**src/rtl/fpirq_pkg.sv**
```systemverilog
package fpirq_pkg;
   localparam int unsigned NUM_SRC = 3;
   // arbitration order equals index order: lowest index wins
   localparam int unsigned IDX_EXT0 = 0;
   localparam int unsigned IDX_TMR  = 1;
   localparam int unsigned IDX_EXT1 = 2;

   typedef enum logic [1:0] {
      SRC_NONE = 2'd0,
      SRC_EXT0 = 2'd1,
      SRC_TMR  = 2'd2,
      SRC_EXT1 = 2'd3
   } fpirq_src_e;

   function automatic fpirq_src_e idx_to_src(input int unsigned idx);
      case (idx)
         IDX_EXT0: return SRC_EXT0;
         IDX_TMR:  return SRC_TMR;
         IDX_EXT1: return SRC_EXT1;
         default:  return SRC_NONE;
      endcase
   endfunction
endpackage

```
**src/rtl/fpirq_sync.sv**
```systemverilog
module fpirq_sync #(
   parameter int unsigned STAGES  = 2,
   parameter bit          RST_VAL = 1'b1
) (
   input  logic clk,
   input  logic rst_n,
   input  logic d,
   output logic q
);
   if (STAGES < 2) begin : g_bad_stages
      $error("fpirq_sync: STAGES must be at least 2");
   end

   logic [STAGES-1:0] chain;

   always_ff @(posedge clk or negedge rst_n) begin
      if (!rst_n) chain[0] <= RST_VAL;
      else        chain[0] <= d;
   end

   for (genvar i = 1; i < STAGES; i++) begin : g_stage
      always_ff @(posedge clk or negedge rst_n) begin
         if (!rst_n) chain[i] <= RST_VAL;
         else        chain[i] <= chain[i-1];
      end
   end

   assign q = chain[STAGES-1];
endmodule

```
**src/rtl/fpirq_pin.sv**
```systemverilog
module fpirq_pin #(
   parameter int unsigned SYNC_STAGES = 2,
   parameter bit          ACTIVE_LOW  = 1'b1
) (
   input  logic clk,
   input  logic rst_n,
   input  logic pin,
   input  logic edge_mode,
   input  logic clr,
   output logic pend,
   output logic req
);
   localparam bit IDLE_LVL = ACTIVE_LOW ? 1'b1 : 1'b0;

   logic pin_s;
   logic pin_prev;
   logic active;
   logic trans;

   fpirq_sync #(
      .STAGES  (SYNC_STAGES),
      .RST_VAL (IDLE_LVL)
   ) u_sync (
      .clk   (clk),
      .rst_n (rst_n),
      .d     (pin),
      .q     (pin_s)
   );

   always_ff @(posedge clk or negedge rst_n) begin
      if (!rst_n) pin_prev <= IDLE_LVL;
      else        pin_prev <= pin_s;
   end

   if (ACTIVE_LOW) begin : g_low
      assign active = ~pin_s;
      assign trans  = pin_prev & ~pin_s;
   end else begin : g_high
      assign active = pin_s;
      assign trans  = ~pin_prev & pin_s;
   end

   // edge flag: a fresh edge wins over a clear in the same cycle
   always_ff @(posedge clk or negedge rst_n) begin
      if (!rst_n)          pend <= 1'b0;
      else if (!edge_mode) pend <= 1'b0;
      else if (trans)      pend <= 1'b1;
      else if (clr)        pend <= 1'b0;
   end

   assign req = edge_mode ? pend : active;
endmodule

```
**src/rtl/fpirq_arb.sv**
```systemverilog
module fpirq_arb
   import fpirq_pkg::*;
#(
   parameter int unsigned VEC_W    = 11,
   parameter int unsigned VEC_EXT0 = 11'h003,
   parameter int unsigned VEC_TMR  = 11'h00B,
   parameter int unsigned VEC_EXT1 = 11'h013,
   parameter int unsigned VEC_IDLE = 11'h000
) (
   input  logic [NUM_SRC-1:0] req,
   input  logic               block,
   output logic               irq_req,
   output logic [VEC_W-1:0]   irq_vec,
   output fpirq_src_e         grant
);
   localparam logic [VEC_W-1:0] VEC_TAB [NUM_SRC] = '{
      VEC_EXT0[VEC_W-1:0], VEC_TMR[VEC_W-1:0], VEC_EXT1[VEC_W-1:0]
   };

   fpirq_src_e win;

   always_comb begin
      win = SRC_NONE;
      for (int i = NUM_SRC - 1; i >= 0; i--) begin
         if (req[i]) win = idx_to_src(i);
      end
   end

   assign irq_req = (win != SRC_NONE) && !block;
   assign grant   = irq_req ? win : SRC_NONE;

   always_comb begin
      irq_vec = VEC_IDLE[VEC_W-1:0];
      case (grant)
         SRC_EXT0: irq_vec = VEC_TAB[IDX_EXT0];
         SRC_TMR:  irq_vec = VEC_TAB[IDX_TMR];
         SRC_EXT1: irq_vec = VEC_TAB[IDX_EXT1];
         default:  irq_vec = VEC_IDLE[VEC_W-1:0];
      endcase
   end
endmodule

```
**src/rtl/fpirq_ctrl.sv**
```systemverilog
module fpirq_ctrl
   import fpirq_pkg::*;
#(
   parameter int unsigned SYNC_STAGES = 2,
   parameter bit          ACTIVE_LOW  = 1'b1,
   parameter int unsigned VEC_W       = 11,
   parameter int unsigned VEC_EXT0    = 11'h003,
   parameter int unsigned VEC_TMR     = 11'h00B,
   parameter int unsigned VEC_EXT1    = 11'h013,
   parameter int unsigned VEC_IDLE    = 11'h000
) (
   input  logic             clk,
   input  logic             rst_n,
   input  logic             ext0_pin,
   input  logic             ext1_pin,
   input  logic             tmr_ovf,
   input  logic             glb_en,
   input  logic             ext0_en,
   input  logic             tmr_en,
   input  logic             ext1_en,
   input  logic             ext0_edge_mode,
   input  logic             ext1_edge_mode,
   input  logic             vec_ack,
   input  logic             reti,
   output logic             irq_req,
   output logic [VEC_W-1:0] irq_vec,
   output logic             irq_busy,
   output logic             ext0_pend,
   output logic             ext1_pend,
   output logic             tmr_ack,
   output logic             wake
);
   localparam int unsigned VEC_LIM = 1 << VEC_W;

   if (VEC_W < 5 || VEC_W > 16) begin : g_bad_w
      $error("fpirq_ctrl: VEC_W out of range");
   end
   if (VEC_EXT0 >= VEC_LIM || VEC_TMR >= VEC_LIM ||
       VEC_EXT1 >= VEC_LIM || VEC_IDLE >= VEC_LIM) begin : g_bad_vec
      $error("fpirq_ctrl: vector does not fit VEC_W");
   end
   if (SYNC_STAGES < 2) begin : g_bad_sync
      $error("fpirq_ctrl: SYNC_STAGES must be at least 2");
   end

   localparam int unsigned NUM_PIN = 2;

   logic [NUM_PIN-1:0] pin_in;
   logic [NUM_PIN-1:0] pin_mode;
   logic [NUM_PIN-1:0] pin_clr;
   logic [NUM_PIN-1:0] pin_pend;
   logic [NUM_PIN-1:0] pin_req;
   logic [NUM_SRC-1:0] raw_req;
   logic [NUM_SRC-1:0] src_en;
   logic [NUM_SRC-1:0] masked;
   fpirq_src_e         grant;
   logic               take;
   logic               busy_q;

   assign pin_in   = {ext1_pin, ext0_pin};
   assign pin_mode = {ext1_edge_mode, ext0_edge_mode};

   // the acknowledge is taken only while a request is presented
   assign take = vec_ack && irq_req;

   assign pin_clr[0] = take && (grant == SRC_EXT0);
   assign pin_clr[1] = take && (grant == SRC_EXT1);

   for (genvar p = 0; p < NUM_PIN; p++) begin : g_pin
      fpirq_pin #(
         .SYNC_STAGES (SYNC_STAGES),
         .ACTIVE_LOW  (ACTIVE_LOW)
      ) u_pin (
         .clk       (clk),
         .rst_n     (rst_n),
         .pin       (pin_in[p]),
         .edge_mode (pin_mode[p]),
         .clr       (pin_clr[p]),
         .pend      (pin_pend[p]),
         .req       (pin_req[p])
      );
   end

   assign raw_req[IDX_EXT0] = pin_req[0];
   assign raw_req[IDX_TMR]  = tmr_ovf;
   assign raw_req[IDX_EXT1] = pin_req[1];

   assign src_en[IDX_EXT0] = ext0_en;
   assign src_en[IDX_TMR]  = tmr_en;
   assign src_en[IDX_EXT1] = ext1_en;

   assign masked = raw_req & src_en & {NUM_SRC{glb_en}};

   fpirq_arb #(
      .VEC_W    (VEC_W),
      .VEC_EXT0 (VEC_EXT0),
      .VEC_TMR  (VEC_TMR),
      .VEC_EXT1 (VEC_EXT1),
      .VEC_IDLE (VEC_IDLE)
   ) u_arb (
      .req     (masked),
      .block   (busy_q),
      .irq_req (irq_req),
      .irq_vec (irq_vec),
      .grant   (grant)
   );

   always_ff @(posedge clk or negedge rst_n) begin
      if (!rst_n)      busy_q <= 1'b0;
      else if (take)   busy_q <= 1'b1;
      else if (reti)   busy_q <= 1'b0;
   end

   assign irq_busy  = busy_q;
   assign ext0_pend = pin_pend[0];
   assign ext1_pend = pin_pend[1];
   assign tmr_ack   = take && (grant == SRC_TMR);
   assign wake      = |masked;
endmodule

```
**config.mk**
```make
export PLATFORM = sky130hd
export DESIGN_NAME = fpirq_ctrl
export DESIGN_NICKNAME = d
export VERILOG_FILES = /design/src/rtl/fpirq_pkg.sv /design/src/rtl/fpirq_sync.sv /design/src/rtl/fpirq_pin.sv /design/src/rtl/fpirq_arb.sv /design/src/rtl/fpirq_ctrl.sv
export SDC_FILE = /design/constraint.sdc
export NUM_CORES = 1
export LEC_CHECK = 0
export BUFFER_PORTS_ARGS = -buffer_cell sky130_fd_sc_hd__buf_2
export CAP_MARGIN = 20
export CORE_AREA = 2 2 39 41
export CTS_BUF_LIST = sky130_fd_sc_hd__clkbuf_4
export DETAILED_ROUTE_END_ITERATION = 10
export DIE_AREA = 0 0 41 43
export PLACE_DENSITY = 0.76
export SLEW_MARGIN = 15
export SYNTH_ARGS = -nofsm -noshare
export SYNTH_HDL_FRONTEND = slang
export SYNTH_SLANG_ARGS = --single-unit
```
**constraint.sdc**
```tcl
create_clock -name clk -period 2.8 [get_ports clk]
set_input_delay 0.28 -clock clk [delete_from_list [all_inputs] [get_ports clk]]
set_output_delay 0.28 -clock clk [all_outputs]
set_load 0.05 [all_outputs]
```
======== Word-level counts from Yosys, hierarchy flattened ========
Cells that the tools add are included.
operators by class
  div/mod/pow operators ................... 0
  reductions and logical operators ........ 9
  bitwise gates (word level) .............. 6
  $lt $le $gt $ge ......................... 0
  $mul .................................... 0
  shift operators ......................... 0
  multiplexer cells ....................... 15
  add/sub/neg operators ................... 0
  equality and inequality tests ........... 5
operator list
  operator              number
  $pmux W5 S3           1
  $mux W1               10
  $mux W2               4
  $and A3 B3 Y3         2
  $ne A3 B1 Y1 const B  2
  $logic_and A1 B1 Y1   5
  $eq A2 B2 Y1 const B  2
  $reduce_bool A2 Y1    2
  $reduce_or A3 Y1      1
  $and A1 B1 Y1         2
  $eq A2 B1 Y1 const B  1
  $not A1 Y1            2
  $logic_not A1 Y1      1
word-level totals
  ROM bits ................................ 0
  register bits after elaboration ......... 9
  output and inout port bits .............. 17
  bits in latches ......................... 0
  memories ................................ 0
  bits in writable memories ............... 0
  logic and storage cells ................. 44
  input bits .............................. 13

======== Logic depth before layout (Yosys ltp) ========
Gate-level depths: netlist (run 1).
  word-level depth ........................ 15
  mapped depth ............................ 4
  gate-level depth less buffers ........... 3

======== By module ========
From an unflattened synthesis (run 1), not the netlist that was laid out.
unflattened totals
  cell total of the unflattened synthesis .. 49
  area, all modules ....................... 499.2 µm²
by module, submodules not included
  module      instances  cells an instance  seq. area each (µm²)  area an instance (µm²)
  fpirq_pin   2          7                  51.3                  91.3
  fpirq_arb   1          18                 0.0                   120.1
  fpirq_sync  2          2                  52.6                  52.6
  fpirq_ctrl  1          13                 25.0                  91.3

======== Worst setup path after synthesis (run 1) ========
OpenSTA, ideal clock, no wires.
  path type ............................... register to output
  start point ............................. register g_pin[0].u_pin.pend
  end point ............................... output irq_vec[1]
  cell stages (with the launch flop) ...... 5
  arrival time ............................ 2264 ps
  data required time ...................... 2520 ps
  path buffers ............................ 1
  slack ................................... 256 ps
  path through ............................ dfrtp_1 > nand2b_1 > nand3_1 > a31oi_1 > buf_4
on the way
  longest elaborated chain between the ends .. 9
  elaborated cells on any way between the ends .. 11
  those cells by class .................... 3 x eq/ne; 4 x mux; 2 x bitwise; 2 x reduce/logical
ends and longest elaborated chain
  what                                                 line              RTL
  start: declaration                                   fpirq_pin.sv:10   output logic pend,
  start signal: assignment                             fpirq_pin.sv:45   if (!rst_n) pend <= 1'b0;
  start signal: assignment                             fpirq_pin.sv:46   else if (!edge_mode) pend <= 1'b0;
  start signal: assignment                             fpirq_pin.sv:47   else if (trans) pend <= 1'b1;
  $mux W1 (*)                                          fpirq_pin.sv:51   assign req = edge_mode ? pend : active;
  $and A3 B3 Y3 (*) (2 in series)                      fpirq_ctrl.sv:92  assign masked = raw_req & src_en & {NUM_SRC{glb_en}};
  $mux W2 (*)                                          fpirq_arb.sv:25   if (req[i]) win = idx_to_src(i);
  $reduce_bool A2 Y1                                   fpirq_arb.sv:29   assign irq_req = (win != SRC_NONE) && !block;
  $logic_and A1 B1 Y1                                  fpirq_arb.sv:29
  $mux W2 (*)                                          fpirq_arb.sv:30   assign grant = irq_req ? win : SRC_NONE;
  $eq A2 B2 Y1 / $eq A2 B1 Y1 (equally long branches)  fpirq_arb.sv:34   case (grant)
  $pmux W5 S3 (*)                                      fpirq_arb.sv:34
  end: declaration                                     fpirq_ctrl.sv:26  output logic [VEC_W-1:0] irq_vec,
Mark *: on every way between the ends. The rest lies on a longest branch, timed or not.

======== Final worst setup path (run 1) ========
  start point ............................. register g_pin[0].u_pin.u_sync.chain[1]
  end point ............................... output irq_vec[4]
on the way
  longest elaborated chain between the ends .. 10
  elaborated cells on any way between the ends .. 12
  those cells by class .................... 3 x eq/ne; 4 x mux; 3 x bitwise; 2 x reduce/logical
ends and longest elaborated chain
  what                                                 line              RTL
  start: declaration                                   fpirq_sync.sv:14  logic [STAGES-1:0] chain;
  start signal: indexed assignment                     fpirq_sync.sv:24  else chain[i] <= chain[i-1];
  $not A1 Y1 (*)                                       fpirq_pin.sv:36   assign active = ~pin_s;
  $mux W1 (*)                                          fpirq_pin.sv:51
  $and A3 B3 Y3 (*) (2 in series)                      fpirq_ctrl.sv:92
  $mux W2 (*)                                          fpirq_arb.sv:25
  $reduce_bool A2 Y1                                   fpirq_arb.sv:29
  $logic_and A1 B1 Y1                                  fpirq_arb.sv:29
  $mux W2 (*)                                          fpirq_arb.sv:30
  $eq A2 B2 Y1 / $eq A2 B1 Y1 (equally long branches)  fpirq_arb.sv:34
  $pmux W5 S3 (*)                                      fpirq_arb.sv:34
Marks and branches as above.

==> results.toml, run 1 <==
[logic_synthesis]
synth_most_common_cell = "buf_4"
synth-edff-count = 0
synthFlopType = "dfstp_2"
syn-cell-area_um2 = 538
synthTopCellsByArea = "dfstp_2, dfrtp_1, buf_4"
netlist_top_cells_count = "buf_4, dfstp_2, a31oi_1"
synth_top_area_frac = 0.293
synth_cells = 51
syn_avg_cell_area_um2 = 10.5
yosys_warnings = 0
yosys.area.top_type = "dfstp_2"
synth.distinct_cells = 24
ys_ff_latch = 9
yosysSeqAreaShare = 0.433
synthArstFlopShare = 1.00

[finish]
drive_gt1_frac = 0.487
fin_util = 0.485
finalNetCount = 90
area_growth_syn_to_layout_pct = 24.7
antennaDiodeCount = 0
final_area_um2 = 671

[worst_setup_path]
cpPeakStageDelay_ps = 570
rrSetupSlack_ps = 1580
slowest_stage = "dfstp_2"
startpoint_type = "flop"
reg2regPathDepth = 2
crit_path_cell_trace = "nand2b_4 -> and3_4 -> a2111oi_4 -> buf_2"
cp.required_ps = 2520
worst_setup_path_end_kind = "primary output"
critPathArrivalTime_ps = 1650
reg2reg_to = "g_pin[1].u_pin.pend$_DFFE_PN0P_"
rr_startpoint = "irq_busy$_DFFE_PN0P_"
worstPathMaxFanout = 4
critPathKind = "flop to primary output"

[placed_design]
place_congestion = 0.707
io_buffer_count = 22
place_area_um2 = 631
hpwl_um = 814

[timing]
fin_skew_ps = 5.45
fmaxAchievable_mhz = 519
rsz0062_at_grt = "false"
setup_viol = 0
finalCritPeriodShare = 0.688
fin_hold_ws_ps = 127
hold_viol = 0
fin_tns_setup_ps = 0
fin_crit_ps = 1930
drv_slew = 0

[drt]
drtPass1Iterations = 4
drcViolationCount = 0
postRouteAntennaNets = 0
wl_um = 989
wl_per_cell_um = 10.8
dr_total_vias = 450
drtIter0Drc = 5
routed_via_density = 4.89

[clock_network]
post-cts-setup-buffer-count = 0
clk_pin_slew_ps = 60
cts_root_buf = "clkbuf_4"
cts_htree_levels = 1
numClockSinks = 9
cts_buffer_depth = 2
post_cts_resized = 0
clk_latency_ps = 250
cts_buffers = 3
cts_tree = "built"

[min_path]
holdPathEnd = "g_pin[1].u_pin.u_sync.chain[0]$_DFF_PN1_"
whs_path_depth = 1
hold_start = "ext1_pin"
hp-class = "input port to flop"

[grt]
overflow = 0
grt_pass1_wl_mm = 1.57
grtUsageTotal = 0.128
grt_pass1_vias = 410
grt_max_degree = 10
grt_antenna_before_repair = 0

[floorplan]
start_util = 0.389
rows = 14
core_area_um2 = 1380
die_h_um = 43
die_x_um = 41
ios = 30
dieArea_um2 = 1760

[outcome]
status = "completed"

[power_and_ir_drop]
p_leak_nw = 0.333
ir_drop_mv = 0.378
power_density_nw_per_um2 = 579
power.total_mw = 0.389

[job]
drv_cap = 0
## final cells by class
cell class                 count  area [um^2]
timing repair buffer          23          120
clock buffer                   4         30.0
tap                           16         20.0
multi-input combinational     38          260
sequential                     9          233
fill                         139          713
inverter                       2         7.51
## layer usage
layer	part of all wire	GRT usage
met4	0	0.0400
met2	0.48	0.200
met5	0	0
met1	0.44	0.164
met3	0.083	0.0366
## metrics by stage
step	worst slack, ps	std cells
6_report	874	92
3_5_place_dp	1150	87
4_1_cts	862	92
2_1_floorplan	256	57
3_3_place_gp	1170	87
5_1_grt	826	92
## logic make-up (layout without fill, tap and decap cells)
group	count (synthesis)	count (layout)	synth area share
buf+inv	10	29	0.126
other cells	1	7	0.00697
compound gates	15	15	0.240
flops	9	9	0.433
simple gates	16	16	0.195
## worst max-delay path: cells and delay by family, from the launching register on
family,cells,cell delay [ps]
simple gates,2,260
compound gates,1,250
buf+inv,1,310
flops,1,570
## placed cells by master, fill, tap and decap left out, drive strengths merged, types with 2 or more instances in the layout
master    n
a2111oi   2
nor2      2
and2      2
dfstp     6
nand2b    3
a31oi     4
o21ai     4
nand3     3
clkbuf    4
buf      22
o2111ai   2
conb      7
nor2b     3
dfrtp     3
inv       2
## how the worst max path moves through the flow
| stage | start | end | cells after the start |
|---|---|---|---|
| floorplan | g_pin[0].u_pin.pend$_DFFE_PN0P_ | irq_vec[1] | 4 |
| global placement | g_pin[0].u_pin.u_sync.q$_DFF_PN1_ | irq_vec[4] | 4 |
| detailed placement | g_pin[0].u_pin.u_sync.q$_DFF_PN1_ | irq_vec[4] | 4 |
| CTS | g_pin[0].u_pin.u_sync.q$_DFF_PN1_ | irq_vec[4] | 4 |
| global route | g_pin[0].u_pin.u_sync.q$_DFF_PN1_ | irq_vec[4] | 4 |
| finish | g_pin[0].u_pin.u_sync.q$_DFF_PN1_ | irq_vec[4] | 4 |
## state kept, by name, summed over array words and instances, names as in the netlist
name and cells:
g_pin.u_pin.pend 2, g_pin.u_pin.pin_prev 2, g_pin.u_pin.u_sync.chain 2, g_pin.u_pin.u_sync.q 2, irq_busy 1
## report_power, final
part / internal (mW) / leakage, nW / switching, mW
registers: 0.143 / 0.102 / 0.00978
clock network: 0.0644 / 0.0184 / 0.0421
logic: 0.0318 / 0.213 / 0.0975
## repair_timing
action                                  in CTS  in global routing
endpoints found under the hold margin        3                  0
hold buffers                                 1                  0
endpoints found under the setup margin       0                  0
(Power assumes the default switching activity.)
==> run 2: changes to the inputs <==
CORE_AREA = not set   (was 2 2 39 41)
CORE_UTILIZATION = 40   (was not set)
DIE_AREA = not set   (was 0 0 41 43)
PLACE_DENSITY = 0.78   (was 0.76)
clock period = 1.6 ns   (was 2.8 ns; I/O delays follow)
==> results.toml, run 2 (synthesized netlist as in run 1, its figures left out) <==
[clock_network]
cts_htree_levels = 1
cts_buffer_depth = 2
cts_root_buf = "clkbuf_4"
clk_latency_ps = 250
clk_pin_slew_ps = 60
cts_buffers = 3
numClockSinks = 9
cts_tree = "built"

[timing]
setup_viol = 5
finalCritPeriodShare = 1.03
fin_skew_ps = 3.47
fin_crit_ps = 1640
fmaxAchievable_mhz = 608
hold_viol = 0
drv_slew = 0
timing.final.ws_setup_ps = -44.3
fin_hold_ws_ps = 148
rsz0062_at_grt = "true"

[outcome]
violations = "setup timing"
status = "finished, violations left"

[floorplan]
dieArea_um2 = 1500
rows = 12
die_x_um = 38.7
start_util = 0.459
ios = 30
core_area_um2 = 1170
die_h_um = 38.7

[drt]
wl_mm = 1.30
drcViolationCount = 0
dr_total_vias = 500
drtPass1Iterations = 4
drtIter0Drc = 4
postRouteAntennaNets = 0
wl_per_cell_um = 13.4
routed_via_density = 5.15

[grt]
grt_pass1_vias = 483
grt_pass1_wl_mm = 1.98
overflow = 0
grt_antenna_before_repair = 0
grt_max_degree = 10
grtUsageTotal = 0.196

[min_path]
hp-class = "input port to flop"

[placed_design]
place_ws_ps = 72.2
dp_cells = 88
hpwl_um = 903
io_buffer_count = 22
place_congestion = 0.767

[power_and_ir_drop]
ir_drop_mv = 0.742
power_switching_mw = 0.289
swShare = 0.382
internal-power_mw = 0.467
clock_power_share = 0.245
combPwrFrac = 0.395
power_frac_seq = 0.360
power_density_nw_per_um2 = 889
p_leak_nw = 0.384

[finish]
fin_cells = 97
antennaDiodeCount = 0
drive_gt1_frac = 0.651
final_cell_mix = "buf_2, conb_1, dfstp_2, buf_4, buf_6"
nFillCells = 88
final_common_cell = "buf_2"
area_growth_syn_to_layout_pct = 57.9
finalNetCount = 97
seq_area_um2 = 236
multi_input_area_um2 = 337
fin_util = 0.725

[worst_setup_path]
startpoint_type = "flop"
critPathKind = "flop to primary output"
worstPathMaxFanout = 4
critPathArrivalTime_ps = 1480
cp.required_ps = 1440
worst_setup_path_end_kind = "primary output"

[job]
drv_cap = 0
-- run 2: changes by cell type in the layout (fill, tap and decap cells not counted), sizes merged --
cell and delta:
dlygate4sd3 +2, buf +5
-- run 2: timing repair --
item | 4_1_cts | 5_1_grt
endpoints found under the setup margin | 7 | 7
pin swaps | 3 | 4
gates resized for setup | 11 | 8
endpoints found under the hold margin | 11 | 0
hold buffers | 3 | 0
setup buffers | 2 | 0
-- run 2: final timing paths --
path | start | end | slack (ps) | cells after the start
setup / recovery | g_pin[0].u_pin.u_sync.q$_DFF_PN1_ | irq_vec[4] | -40 | 4
hold / removal | reti | irq_busy$_DFFE_PN0P_ | 150 | 2
setup reg to reg | g_pin[1].u_pin.u_sync.q$_DFF_PN1_ | g_pin[1].u_pin.pend$_DFFE_PN0P_ | 330 | 4
hold reg to reg | g_pin[1].u_pin.u_sync.chain[0]$_DFF_PN1_ | g_pin[1].u_pin.u_sync.q$_DFF_PN1_ | 350 | 0
max in group asynchronous | rst_n | g_pin[0].u_pin.u_sync.q$_DFF_PN1_ | 1060 | 2
min in group asynchronous | rst_n | irq_busy$_DFFE_PN0P_ | 300 | 2
-- run 2: area by class of cell --
cell class	count	area share
Inverter	2	0.00884
Clock buffer	4	0.0353
Multi-Input combinational cell	38	0.396
Tap cell	14	0.0206
Timing Repair Buffer	30	0.261
Sequential cell	9	0.278
-- run 2: stage by stage --
| step | instance area [um^2] | power (mW) | TNS, ps |
|---|---|---|---|
| 3_3_place_gp | 717 | 0.531 | 0 |
| 2_1_floorplan | 631 | 0.482 | -140 |
| 6_report | 850 | 0.755 | -188 |
| 3_5_place_dp | 717 | 0.535 | 0 |
| 4_1_cts | 825 | 0.748 | -39.9 |
| 5_1_grt | 850 | 0.797 | -480 |
-- run 2: worst max-delay path, cell delays in order (launching register included) --
cell and delay (ps):
dfstp_2 560, nand2b_4 70, and3_4 180, a2111oi_4 210, buf_6 210
-- run 2: per-layer routing --
layer / global-route usage / vias to the layer above / wire (um)
li1: - / 240 / -
met2: 0.342 / 25 / 682
met5: 0 / - / 0
met4: 0.0259 / 0 / 0
met1: 0.234 / 235 / 522
met3: 0.0694 / 0 / 96
-- run 2: power by group through the flow --
stage	Clock [mW]	Sequential [mW]	Combinational [mW]
finish	0.185	0.272	0.298
global route	0.208	0.275	0.314
CTS	0.191	0.271	0.287
detailed placement	0	0.274	0.261
global placement	0	0.273	0.258
floorplan	0	0.305	0.176
